**config.mk**
```make
export PLATFORM = sky130hd
export DESIGN_NAME = agc_gain_arbiter
export DESIGN_NICKNAME = d
export VERILOG_FILES = /design/src/rtl/agc_arb_pkg.sv /design/src/rtl/agc_cfg_regs.sv /design/src/rtl/agc_mode_fsm.sv /design/src/rtl/agc_gain_lane.sv /design/src/rtl/agc_gain_arbiter.sv
export SDC_FILE = /design/constraint.sdc
export NUM_CORES = 1
export LEC_CHECK = 0
export ABC_AREA = 1
export BUFFER_PORTS_ARGS = -buffer_cell sky130_fd_sc_hd__buf_2
export CAP_MARGIN = 20
export CORE_UTILIZATION = 50
export DETAILED_ROUTE_END_ITERATION = 10
export MAX_ROUTING_LAYER = met4
export PLACE_DENSITY_LB_ADDON = 0.08
export SLEW_MARGIN = 20
export SYNTH_ARGS = -nofsm -noshare
export SYNTH_HDL_FRONTEND = slang
export SYNTH_HIERARCHICAL = 1
export SYNTH_SLANG_ARGS = --single-unit
```
**constraint.sdc**
```tcl
create_clock -name clk -period 2.1 [get_ports clk]
set_clock_uncertainty 0.15 [all_clocks]
set_input_delay 0.21 -clock clk [delete_from_list [all_inputs] [get_ports clk]]
set_output_delay 0.21 -clock clk [all_outputs]
set_load 0.01 [all_outputs]
```
**src/rtl/agc_arb_pkg.sv**
```systemverilog
package agc_arb_pkg;

    typedef enum logic [1:0] {
        ST_MANUAL  = 2'd0,
        ST_ALC_RUN = 2'd1,
        ST_RESTORE = 2'd2
    } arb_state_e;

    localparam logic [7:0] ADDR_CTRL   = 8'h00;
    localparam logic [7:0] ADDR_GAIN_L = 8'h01;
    localparam logic [7:0] ADDR_GAIN_R = 8'h02;
    localparam logic [7:0] ADDR_TIMING = 8'h03;
    localparam logic [7:0] ADDR_LIMIT  = 8'h04;
    localparam logic [7:0] ADDR_REFLVL = 8'h05;
    localparam int         NUM_PRM     = 3;

    localparam logic [7:0] AMP_FLOOR   = 8'h80;

    function automatic logic is_amp_code(input logic [7:0] code);
        return code[7];
    endfunction

    function automatic logic [7:0] clamp_amp(input logic [7:0] code);
        return is_amp_code(code) ? code : AMP_FLOOR;
    endfunction

endpackage

```
**src/rtl/agc_cfg_regs.sv**
```systemverilog
module agc_cfg_regs
    import agc_arb_pkg::*;
#(
    parameter logic [7:0] RST_GAIN   = 8'h80,
    parameter logic [7:0] RST_TIMING = 8'h00,
    parameter logic [7:0] RST_LIMIT  = 8'h20,
    parameter logic [7:0] RST_REF    = 8'hE1
) (
    input  logic       clk,
    input  logic       rst_n,
    input  logic       wr_en,
    input  logic [7:0] wr_addr,
    input  logic [7:0] wr_data,
    input  logic       alc_on,
    input  logic [7:0] rd_addr,
    output logic [7:0] rd_data,
    output logic       ctrl_en,
    output logic [7:0] host_l,
    output logic [7:0] host_r,
    output logic       wr_l,
    output logic       wr_r,
    output logic [7:0] prm_timing,
    output logic [7:0] prm_limit,
    output logic [7:0] prm_ref
);

    localparam logic [8*NUM_PRM-1:0] PRM_RST = {RST_REF, RST_LIMIT, RST_TIMING};

    logic [7:0] ctrl_q;
    logic [7:0] prm_q [NUM_PRM];

    assign wr_l = wr_en && (wr_addr == ADDR_GAIN_L);
    assign wr_r = wr_en && (wr_addr == ADDR_GAIN_R);

    always_ff @(posedge clk or negedge rst_n) begin
        if (!rst_n) begin
            ctrl_q <= 8'h00;
            host_l <= RST_GAIN;
            host_r <= RST_GAIN;
        end else begin
            if (wr_en && wr_addr == ADDR_CTRL) ctrl_q <= wr_data;
            if (wr_l) host_l <= wr_data;
            if (wr_r) host_r <= wr_data;
        end
    end

    generate
        for (genvar i = 0; i < NUM_PRM; i++) begin : g_prm
            localparam logic [7:0] MY_ADDR = ADDR_TIMING + 8'(i);
            always_ff @(posedge clk or negedge rst_n) begin
                if (!rst_n) begin
                    prm_q[i] <= PRM_RST[8*i +: 8];
                end else if (wr_en && wr_addr == MY_ADDR && !alc_on) begin
                    prm_q[i] <= wr_data;
                end
            end
        end
    endgenerate

    assign ctrl_en    = ctrl_q[0];
    assign prm_timing = prm_q[0];
    assign prm_limit  = prm_q[1];
    assign prm_ref    = prm_q[2];

    always_comb begin
        unique case (rd_addr)
            ADDR_CTRL:   rd_data = ctrl_q;
            ADDR_GAIN_L: rd_data = host_l;
            ADDR_GAIN_R: rd_data = host_r;
            ADDR_TIMING: rd_data = prm_q[0];
            ADDR_LIMIT:  rd_data = prm_q[1];
            ADDR_REFLVL: rd_data = prm_q[2];
            default:     rd_data = 8'h00;
        endcase
    end


    frozen_limit_chk: assert property (@(posedge clk) disable iff (!rst_n)
        (alc_on && wr_en && wr_addr == ADDR_LIMIT) |=> $stable(prm_limit));


    frozen_timing_chk: assert property (@(posedge clk) disable iff (!rst_n)
        (alc_on && wr_en && wr_addr == ADDR_TIMING) |=> $stable(prm_timing));

endmodule

```
**src/rtl/agc_mode_fsm.sv**
```systemverilog
module agc_mode_fsm
    import agc_arb_pkg::*;
(
    input  logic       clk,
    input  logic       rst_n,
    input  logic       alc_on,
    input  logic       pend_any,
    output arb_state_e state,
    output logic       seed,
    output logic       run,
    output logic       restore_start
);

    arb_state_e state_d;

    always_comb begin
        state_d = state;
        unique case (state)
            ST_MANUAL:  if (alc_on) state_d = ST_ALC_RUN;
            ST_ALC_RUN: if (!alc_on) state_d = ST_RESTORE;
            ST_RESTORE: begin
                if (alc_on)         state_d = ST_ALC_RUN;
                else if (!pend_any) state_d = ST_MANUAL;
            end
            default:    state_d = ST_MANUAL;
        endcase
    end

    always_ff @(posedge clk or negedge rst_n) begin
        if (!rst_n) state <= ST_MANUAL;
        else        state <= state_d;
    end

    always_comb begin
        seed          = 1'b0;
        run           = 1'b0;
        restore_start = 1'b0;
        unique case (state)
            ST_MANUAL:  seed = alc_on;
            ST_ALC_RUN: begin
                run           = alc_on;
                restore_start = !alc_on;
            end
            ST_RESTORE: seed = alc_on;
            default:    ;
        endcase
    end


    manual_idle_chk: assert property (@(posedge clk) disable iff (!rst_n)
        (state == ST_MANUAL) |-> !pend_any);


    release_chk: assert property (@(posedge clk) disable iff (!rst_n)
        restore_start |=> (state == ST_RESTORE));

endmodule

```
**src/rtl/agc_gain_lane.sv**
```systemverilog
module agc_gain_lane
    import agc_arb_pkg::*;
#(
    parameter int         TO_BASE  = 128,
    parameter logic [7:0] RST_GAIN = 8'h80
) (
    input  logic       clk,
    input  logic       rst_n,
    input  logic       seed,
    input  logic [7:0] seed_val,
    input  logic       run,
    input  logic       restore_start,
    input  logic       wr_gain,
    input  logic [7:0] wr_data,
    input  logic [7:0] host_val,
    input  logic       eng_valid,
    input  logic [7:0] eng_gain,
    input  logic       zc,
    input  logic       smp,
    input  logic [1:0] to_sel,
    output logic [7:0] gain,
    output logic       pending
);

    localparam int CW = $clog2(TO_BASE * 8) + 1;

    logic [CW-1:0] cnt_q;
    logic [CW-1:0] lim_q;
    logic [7:0]    target;
    logic          expire;

    assign target = wr_gain ? wr_data : host_val;
    assign expire = smp && (cnt_q == lim_q - CW'(1));

    always_ff @(posedge clk or negedge rst_n) begin
        if (!rst_n) begin
            gain    <= RST_GAIN;
            pending <= 1'b0;
            cnt_q   <= '0;
            lim_q   <= CW'(TO_BASE);
        end else if (seed) begin
            gain    <= seed_val;
            pending <= 1'b0;
            cnt_q   <= '0;
        end else if (run) begin
            if (wr_gain && !is_amp_code(wr_data)) gain <= wr_data;
            else if (eng_valid)                   gain <= clamp_amp(eng_gain);
        end else if (restore_start) begin
            pending <= 1'b1;
            cnt_q   <= '0;
            lim_q   <= CW'(TO_BASE) << to_sel;
        end else if (pending) begin
            if (zc || expire) begin
                gain    <= target;
                pending <= 1'b0;
                cnt_q   <= '0;
            end else if (smp) begin
                cnt_q <= cnt_q + CW'(1);
            end
        end else if (wr_gain) begin
            gain <= wr_data;
        end
    end


    eng_clamp_chk: assert property (@(posedge clk) disable iff (!rst_n)
        (run && eng_valid && !(wr_gain && !wr_data[7])) |=> gain[7]);


    amp_lock_chk: assert property (@(posedge clk) disable iff (!rst_n)
        (run && wr_gain && wr_data[7] && !eng_valid) |=> $stable(gain));


    att_live_chk: assert property (@(posedge clk) disable iff (!rst_n)
        (run && wr_gain && !wr_data[7]) |=> (gain == $past(wr_data)));


    zc_apply_chk: assert property (@(posedge clk) disable iff (!rst_n)
        (pending && !seed && zc) |=> (!pending && gain == $past(target)));


    cnt_bound_chk: assert property (@(posedge clk) disable iff (!rst_n)
        pending |-> (cnt_q < lim_q));

endmodule

```
**src/rtl/agc_gain_arbiter.sv**
```systemverilog
module agc_gain_arbiter
    import agc_arb_pkg::*;
#(
    parameter int         TO_BASE    = 128,
    parameter logic [7:0] RST_GAIN   = 8'h80,
    parameter logic [7:0] RST_TIMING = 8'h00,
    parameter logic [7:0] RST_LIMIT  = 8'h20,
    parameter logic [7:0] RST_REF    = 8'hE1
) (
    input  logic       clk,
    input  logic       rst_n,
    input  logic       wr_en,
    input  logic [7:0] wr_addr,
    input  logic [7:0] wr_data,
    input  logic [7:0] rd_addr,
    output logic [7:0] rd_data,
    input  logic       alc_pin,
    input  logic       eng_valid,
    input  logic [7:0] eng_gain_l,
    input  logic [7:0] eng_gain_r,
    input  logic       zc_l,
    input  logic       zc_r,
    input  logic       smp_stb,
    output logic [7:0] gain_l,
    output logic [7:0] gain_r,
    output logic       alc_active,
    output logic [7:0] cfg_timing,
    output logic [7:0] cfg_limit,
    output logic [7:0] cfg_ref
);

    localparam int NCH = 2;

    logic       ctrl_en, alc_on;
    logic [7:0] host_l, host_r;
    logic       wr_l, wr_r;
    arb_state_e state;
    logic       seed, run, restore_start;

    logic [7:0] host_v [NCH];
    logic       wr_v   [NCH];
    logic [7:0] eng_v  [NCH];
    logic       zc_v   [NCH];
    logic [7:0] gain_v [NCH];
    logic       pend_v [NCH];

    assign alc_on = ctrl_en | alc_pin;

    agc_cfg_regs #(
        .RST_GAIN(RST_GAIN), .RST_TIMING(RST_TIMING),
        .RST_LIMIT(RST_LIMIT), .RST_REF(RST_REF)
    ) cfg_i (
        .clk(clk), .rst_n(rst_n), .wr_en(wr_en), .wr_addr(wr_addr),
        .wr_data(wr_data), .alc_on(alc_on), .rd_addr(rd_addr),
        .rd_data(rd_data), .ctrl_en(ctrl_en), .host_l(host_l),
        .host_r(host_r), .wr_l(wr_l), .wr_r(wr_r),
        .prm_timing(cfg_timing), .prm_limit(cfg_limit), .prm_ref(cfg_ref)
    );

    agc_mode_fsm fsm_i (
        .clk(clk), .rst_n(rst_n), .alc_on(alc_on),
        .pend_any(pend_v[0] | pend_v[1]), .state(state), .seed(seed),
        .run(run), .restore_start(restore_start)
    );

    assign host_v[0] = host_l;
    assign host_v[1] = host_r;
    assign wr_v[0]   = wr_l;
    assign wr_v[1]   = wr_r;
    assign eng_v[0]  = eng_gain_l;
    assign eng_v[1]  = eng_gain_r;
    assign zc_v[0]   = zc_l;
    assign zc_v[1]   = zc_r;

    generate
        for (genvar ch = 0; ch < NCH; ch++) begin : g_lane
            agc_gain_lane #(.TO_BASE(TO_BASE), .RST_GAIN(RST_GAIN)) lane_i (
                .clk(clk), .rst_n(rst_n), .seed(seed), .seed_val(gain_v[0]),
                .run(run), .restore_start(restore_start), .wr_gain(wr_v[ch]),
                .wr_data(wr_data), .host_val(host_v[ch]), .eng_valid(eng_valid),
                .eng_gain(eng_v[ch]), .zc(zc_v[ch]), .smp(smp_stb),
                .to_sel(cfg_timing[1:0]), .gain(gain_v[ch]), .pending(pend_v[ch])
            );
        end
    endgenerate

    assign gain_l     = gain_v[0];
    assign gain_r     = gain_v[1];
    assign alc_active = (state == ST_ALC_RUN);


    seed_match_chk: assert property (@(posedge clk) disable iff (!rst_n)
        seed |=> (gain_l == gain_r && alc_active));


    seed_left_chk: assert property (@(posedge clk) disable iff (!rst_n)
        seed |=> (gain_r == $past(gain_l)));

endmodule

```
==> reports/summary.md <==
## Global route
* **largest net degree at the start of global routing** 40
* **global route overflow** 0
* **antenna violations before repair** 0
* **total global-route track usage** 29.1%
* **first-pass GRT wire length** 27600 um
* **vias in the first global route** 5651

## Timing
* **final hold violation count** 0
* **Pins Over Slew Limit** 0
* **ratio of final minimum period to clock period** 95.1%
* **RSZ-0062 raised after global routing** yes
* **Relative slew margins** 72.2%
* **transition time at the pin with the least slew margin** 0.417 ns
* **top achievable clock speed** 501 MHz
* **Total Neg Setup Slack** 0 ns
* **Final setup viols** 0
* **Worst Hold Margin** 0.0517 ns
* **clock period minus worst slack** 2.00 ns

## Drt
* **Wirelength per Cell** 14.6 um
* **total wire length** 16900 um
* **antenna-violating nets left** 0
* **via count of the routed design** 6046
* **vias per cell** 5.23
* **number of remaining DRC errors** 2
* **iteration count of the initial detailed-routing pass** 8
* **number of design-rule violations left by the first detailed-router iteration** 437

## Finish
* **finished layout cell area** 7440 um^2
* **fraction of final layout cells sized beyond drive strength 1** 24.3%
* **number of antenna diodes** 0
* **signed area change from the synthesized netlist to the final layout** 23.8%
* **layout net count** 1059

## Critical path
* **Critical Path Source Type** flop
* **cell with the biggest individual delay on the critical path** sky130_fd_sc_hd__dfstp_2
* **crit path kind** flop to flop
* **number of cells on the worst reg-to-reg path** 12
* **worst path cell trace** inv_2 -> ha_4 -> nand2_2 -> inv_2 -> nor2_2 -> nand3_1 -> nor2_1 -> nand2_2 -> nand3_4 -> nand2_4 -> nand2_2 -> nand2_1
* **Worst setup EP type** flop
* **largest fanout on the critical path** 8
* **peak per-stage delay on the critical path** 0.55 ns
* **most repeated library cell on the critical path** sky130_fd_sc_hd__nand2_2
* **R2R setup slack** 0.10 ns
* **Worst Path Arrival** 2.09 ns
* **Critical Path RT** 2.19 ns

## Power and ir drop
* **combinational share of power** 21.0%
* **power density over the cells** 731 nW/um^2
* **part of the total power dissipated in the clock network** 37.2%
* **switching power share of the total** 29.7%
* **cell-internal power** 3.82 mW
* **static leakage power** 4.02 nW
* **switching pwr** 1.62 mW
* **Max VDD drop** 0.542 mV
* **power share of the sequential group** 41.7%

## Floorplanning
* **die span in x** 112 um
* **number of top-level pins** 97
* **core area** 11600 um^2
* **height of the chip** 112 um
* **initial core utilization** 52.0%
* **Die Area** 12500 um^2
* **num rows** 39

## CTS
* **Clock Path Buffers** 2
* **clock buffer count from CTS** 9
* **clock tree from TritonCTS** yes
* **register clock-pin slew on the reported worst setup and hold paths** 0.07 ns
* **clock root cell** sky130_fd_sc_hd__clkbuf_16
* **clock latency of the later-clocked register in the worst-skew pair** 0.35 ns
* **Clock H-tree levels** 3
* **Clock Sinks** 98

## Job
* **number of max-capacitance violations reported** 0

## Min path
* **cell depth of the worst min-delay path** 3
* **worst min path class** input port to flop

## Synth
* **number of warnings printed during yosys synthesis** 6
* **register bit total from synthesis** 98
* **Synth cell types** 31
* **mean post-synth cell area** 6.93 um^2
* **number of standard cells after synthesis** 867
* **post-synthesis instance area** 6010 um^2
* **sequential fraction of the synthesis area** 41.0%
* **syn_nets** 919

## Placement
* **gp weighted congestion** 0.908
* **area of placed instances** 6900 um^2
* **IO buf count** 96
* **detailed-placement wirelength estimate** 12300 um

## Run status
* **outcome** finished with violations
* **failing checks** design-rule violations

-- sequential cells by signal, summed over array words and instances (netlist names) --
| register | count |
|---|---|
| cfg_i/ctrl_q | 8 |
| cfg_i/host_l | 8 |
| cfg_i/host_r | 8 |
| cfg_i/prm_limit | 8 |
| cfg_i/prm_ref | 8 |
| cfg_i/prm_timing | 8 |
| fsm_i/state | 2 |
| g_lane.lane_i/cnt_q | 22 |
| g_lane.lane_i/gain | 16 |
| g_lane.lane_i/lim_q | 8 |
| g_lane.lane_i/pending | 2 |
-- area by class of cell --
type	instances	area [um^2]
Sequential cell	98	2470
Clock buffer	9	225
Tap cell	143	179
Fill cell	1058	4120
Multi-Input combinational cell	656	3180
Clock inverter	7	141
Inverter	102	385
Timing Repair Buffer	140	870
-- worst paths after layout --
kind	startpoint	end
worst max-delay path	g_lane[1].lane_i/lim_q[7]$_DFFE_PN1P_	g_lane[1].lane_i/gain[1]$_DFFE_PN0P_
max in group asynchronous	rst_n	cfg_i/host_l[7]$_DFFE_PN1P_
min in group asynchronous	rst_n	g_lane[1].lane_i/gain[6]$_DFFE_PN0P_
worst min-delay path	wr_data[7]	cfg_i/prm_ref[7]$_DFFE_PN1P_
worst min register to register	g_lane[1].lane_i/gain[7]$_DFFE_PN1P_	g_lane[1].lane_i/gain[7]$_DFFE_PN1P_
worst max register to register	g_lane[1].lane_i/lim_q[7]$_DFFE_PN1P_	g_lane[1].lane_i/gain[1]$_DFFE_PN0P_
-- kinds of logic after synthesis --
group / Yosys count / share of synthesized area [%]
simple gates: 564 / 41.8
buf+inv: 114 / 7.99
flops: 98 / 41.0
compound gates: 74 / 6.48
xor+xnor: 13 / 1.89
fa+ha+maj: 4 / 0.833
-- worst max-delay path, delay by kind of cell, from the launching register on --
| kind | cells | cell delay, ns |
|---|---|---|
| and+or+nand+nor | 9 | 0.87 |
| DFF | 1 | 0.55 |
| adders and majority gates | 1 | 0.21 |
| buffers and inverters | 2 | 0.10 |
-- synth_stat cells --
cell type                  count  area, um^2
sky130_fd_sc_hd__ha_1          4        50.1
sky130_fd_sc_hd__inv_2        19        71.3
sky130_fd_sc_hd__buf_6         5        56.3
sky130_fd_sc_hd__nand3_1     111         556
sky130_fd_sc_hd__nor3_4        3        48.8
sky130_fd_sc_hd__xor2_1       13         114
sky130_fd_sc_hd__nand4_2       1        12.5
sky130_fd_sc_hd__a21oi_1      12        60.1
sky130_fd_sc_hd__nor3_1        4        20.0
sky130_fd_sc_hd__o211ai_1      4        30.0
sky130_fd_sc_hd__dfstp_2      11         289
sky130_fd_sc_hd__nand4_1      18         113
sky130_fd_sc_hd__clkinv_1      5        18.8
sky130_fd_sc_hd__inv_1        77         289
sky130_fd_sc_hd__clkbuf_1      2        7.51
sky130_fd_sc_hd__nor2_2       15        93.8
sky130_fd_sc_hd__nor2_1       68         255
sky130_fd_sc_hd__o21ai_1      14        70.1
sky130_fd_sc_hd__o21ai_2       1        8.76
sky130_fd_sc_hd__nand3_4       2        35.0
sky130_fd_sc_hd__a21oi_2       1        8.76
sky130_fd_sc_hd__clkinv_2      1        5.00
sky130_fd_sc_hd__buf_4         3        22.5
sky130_fd_sc_hd__nand2_4       5        56.3
sky130_fd_sc_hd__nand2_2       4        25.0
sky130_fd_sc_hd__dfrtp_1      87        2180
sky130_fd_sc_hd__o21ai_0      41         205
sky130_fd_sc_hd__nand2_1     327        1230
sky130_fd_sc_hd__o22ai_1       1        6.26
sky130_fd_sc_hd__buf_2         2        10.0
sky130_fd_sc_hd__nor2_4        6        67.6
-- power groups by stage --
stage               registers, mW  clock network (mW)  logic (mW)
floorplan                    2.31                   0       0.575
global placement             2.30                   0        1.05
detailed placement           2.29                   0        1.07
CTS                          2.26                2.05        1.08
global route                 2.29                2.14        1.28
finish                       2.27                2.02        1.14
-- cells in the final DEF, fill, tap and decap left out, types with 3 or more instances in the layout --
master	synthesis	routed
sky130_fd_sc_hd__clkbuf_16	0	9
sky130_fd_sc_hd__buf_2	2	95
sky130_fd_sc_hd__nor2_1	68	61
sky130_fd_sc_hd__inv_2	19	24
sky130_fd_sc_hd__nand4_1	18	18
sky130_fd_sc_hd__xor2_1	13	13
sky130_fd_sc_hd__nor3_4	3	3
sky130_fd_sc_hd__inv_1	77	73
sky130_fd_sc_hd__bufinv_16	0	4
sky130_fd_sc_hd__nand2_1	327	323
sky130_fd_sc_hd__dfstp_2	11	11
sky130_fd_sc_hd__clkinv_1	5	4
sky130_fd_sc_hd__o211ai_1	4	4
sky130_fd_sc_hd__nand2_4	5	5
sky130_fd_sc_hd__buf_4	3	39
sky130_fd_sc_hd__o21ai_0	41	41
sky130_fd_sc_hd__nand2_2	4	8
sky130_fd_sc_hd__buf_12	0	4
sky130_fd_sc_hd__nor2_4	6	13
sky130_fd_sc_hd__o21ai_1	14	14
sky130_fd_sc_hd__nor2_2	15	15
sky130_fd_sc_hd__a21oi_1	12	12
sky130_fd_sc_hd__dfrtp_1	87	87
sky130_fd_sc_hd__nand3_1	111	110
-- per-stage QoR --
step	setup WS, ns	cells	power, mW	utilization (%)
floorplan	0.0312	867	2.88	-
global placement	0.0134	1132	3.35	59.6
detailed placement	-0.0339	1132	3.36	59.6
CTS	-0.00299	1150	5.39	63.0
global route	-0.0197	1155	5.72	64.4
finish	0.103	1155	5.44	64.4
-- routing by layer --
| metal | GRT usage [%] | routed length [um] | part of all wire (%) |
|---|---|---|---|
| met2 | 48.5 | 8260 | 49 |
| met4 | 6.58 | 242 | 1.4 |
| met5 | - | 0 | 0 |
| met1 | 36.5 | 7330 | 43 |
| met3 | 5.77 | 1040 | 6.2 |
-- what timing repair did --
action,in CTS,in global routing
endpoints found under the setup margin,8,39
resized for setup,0,30
hold endpoints to repair,56,0
pin swaps,3,13
hold buffers,1,0
setup buffers,0,5
cloned,1,0
No activity file was read; power rests on OpenSTA's default activity.
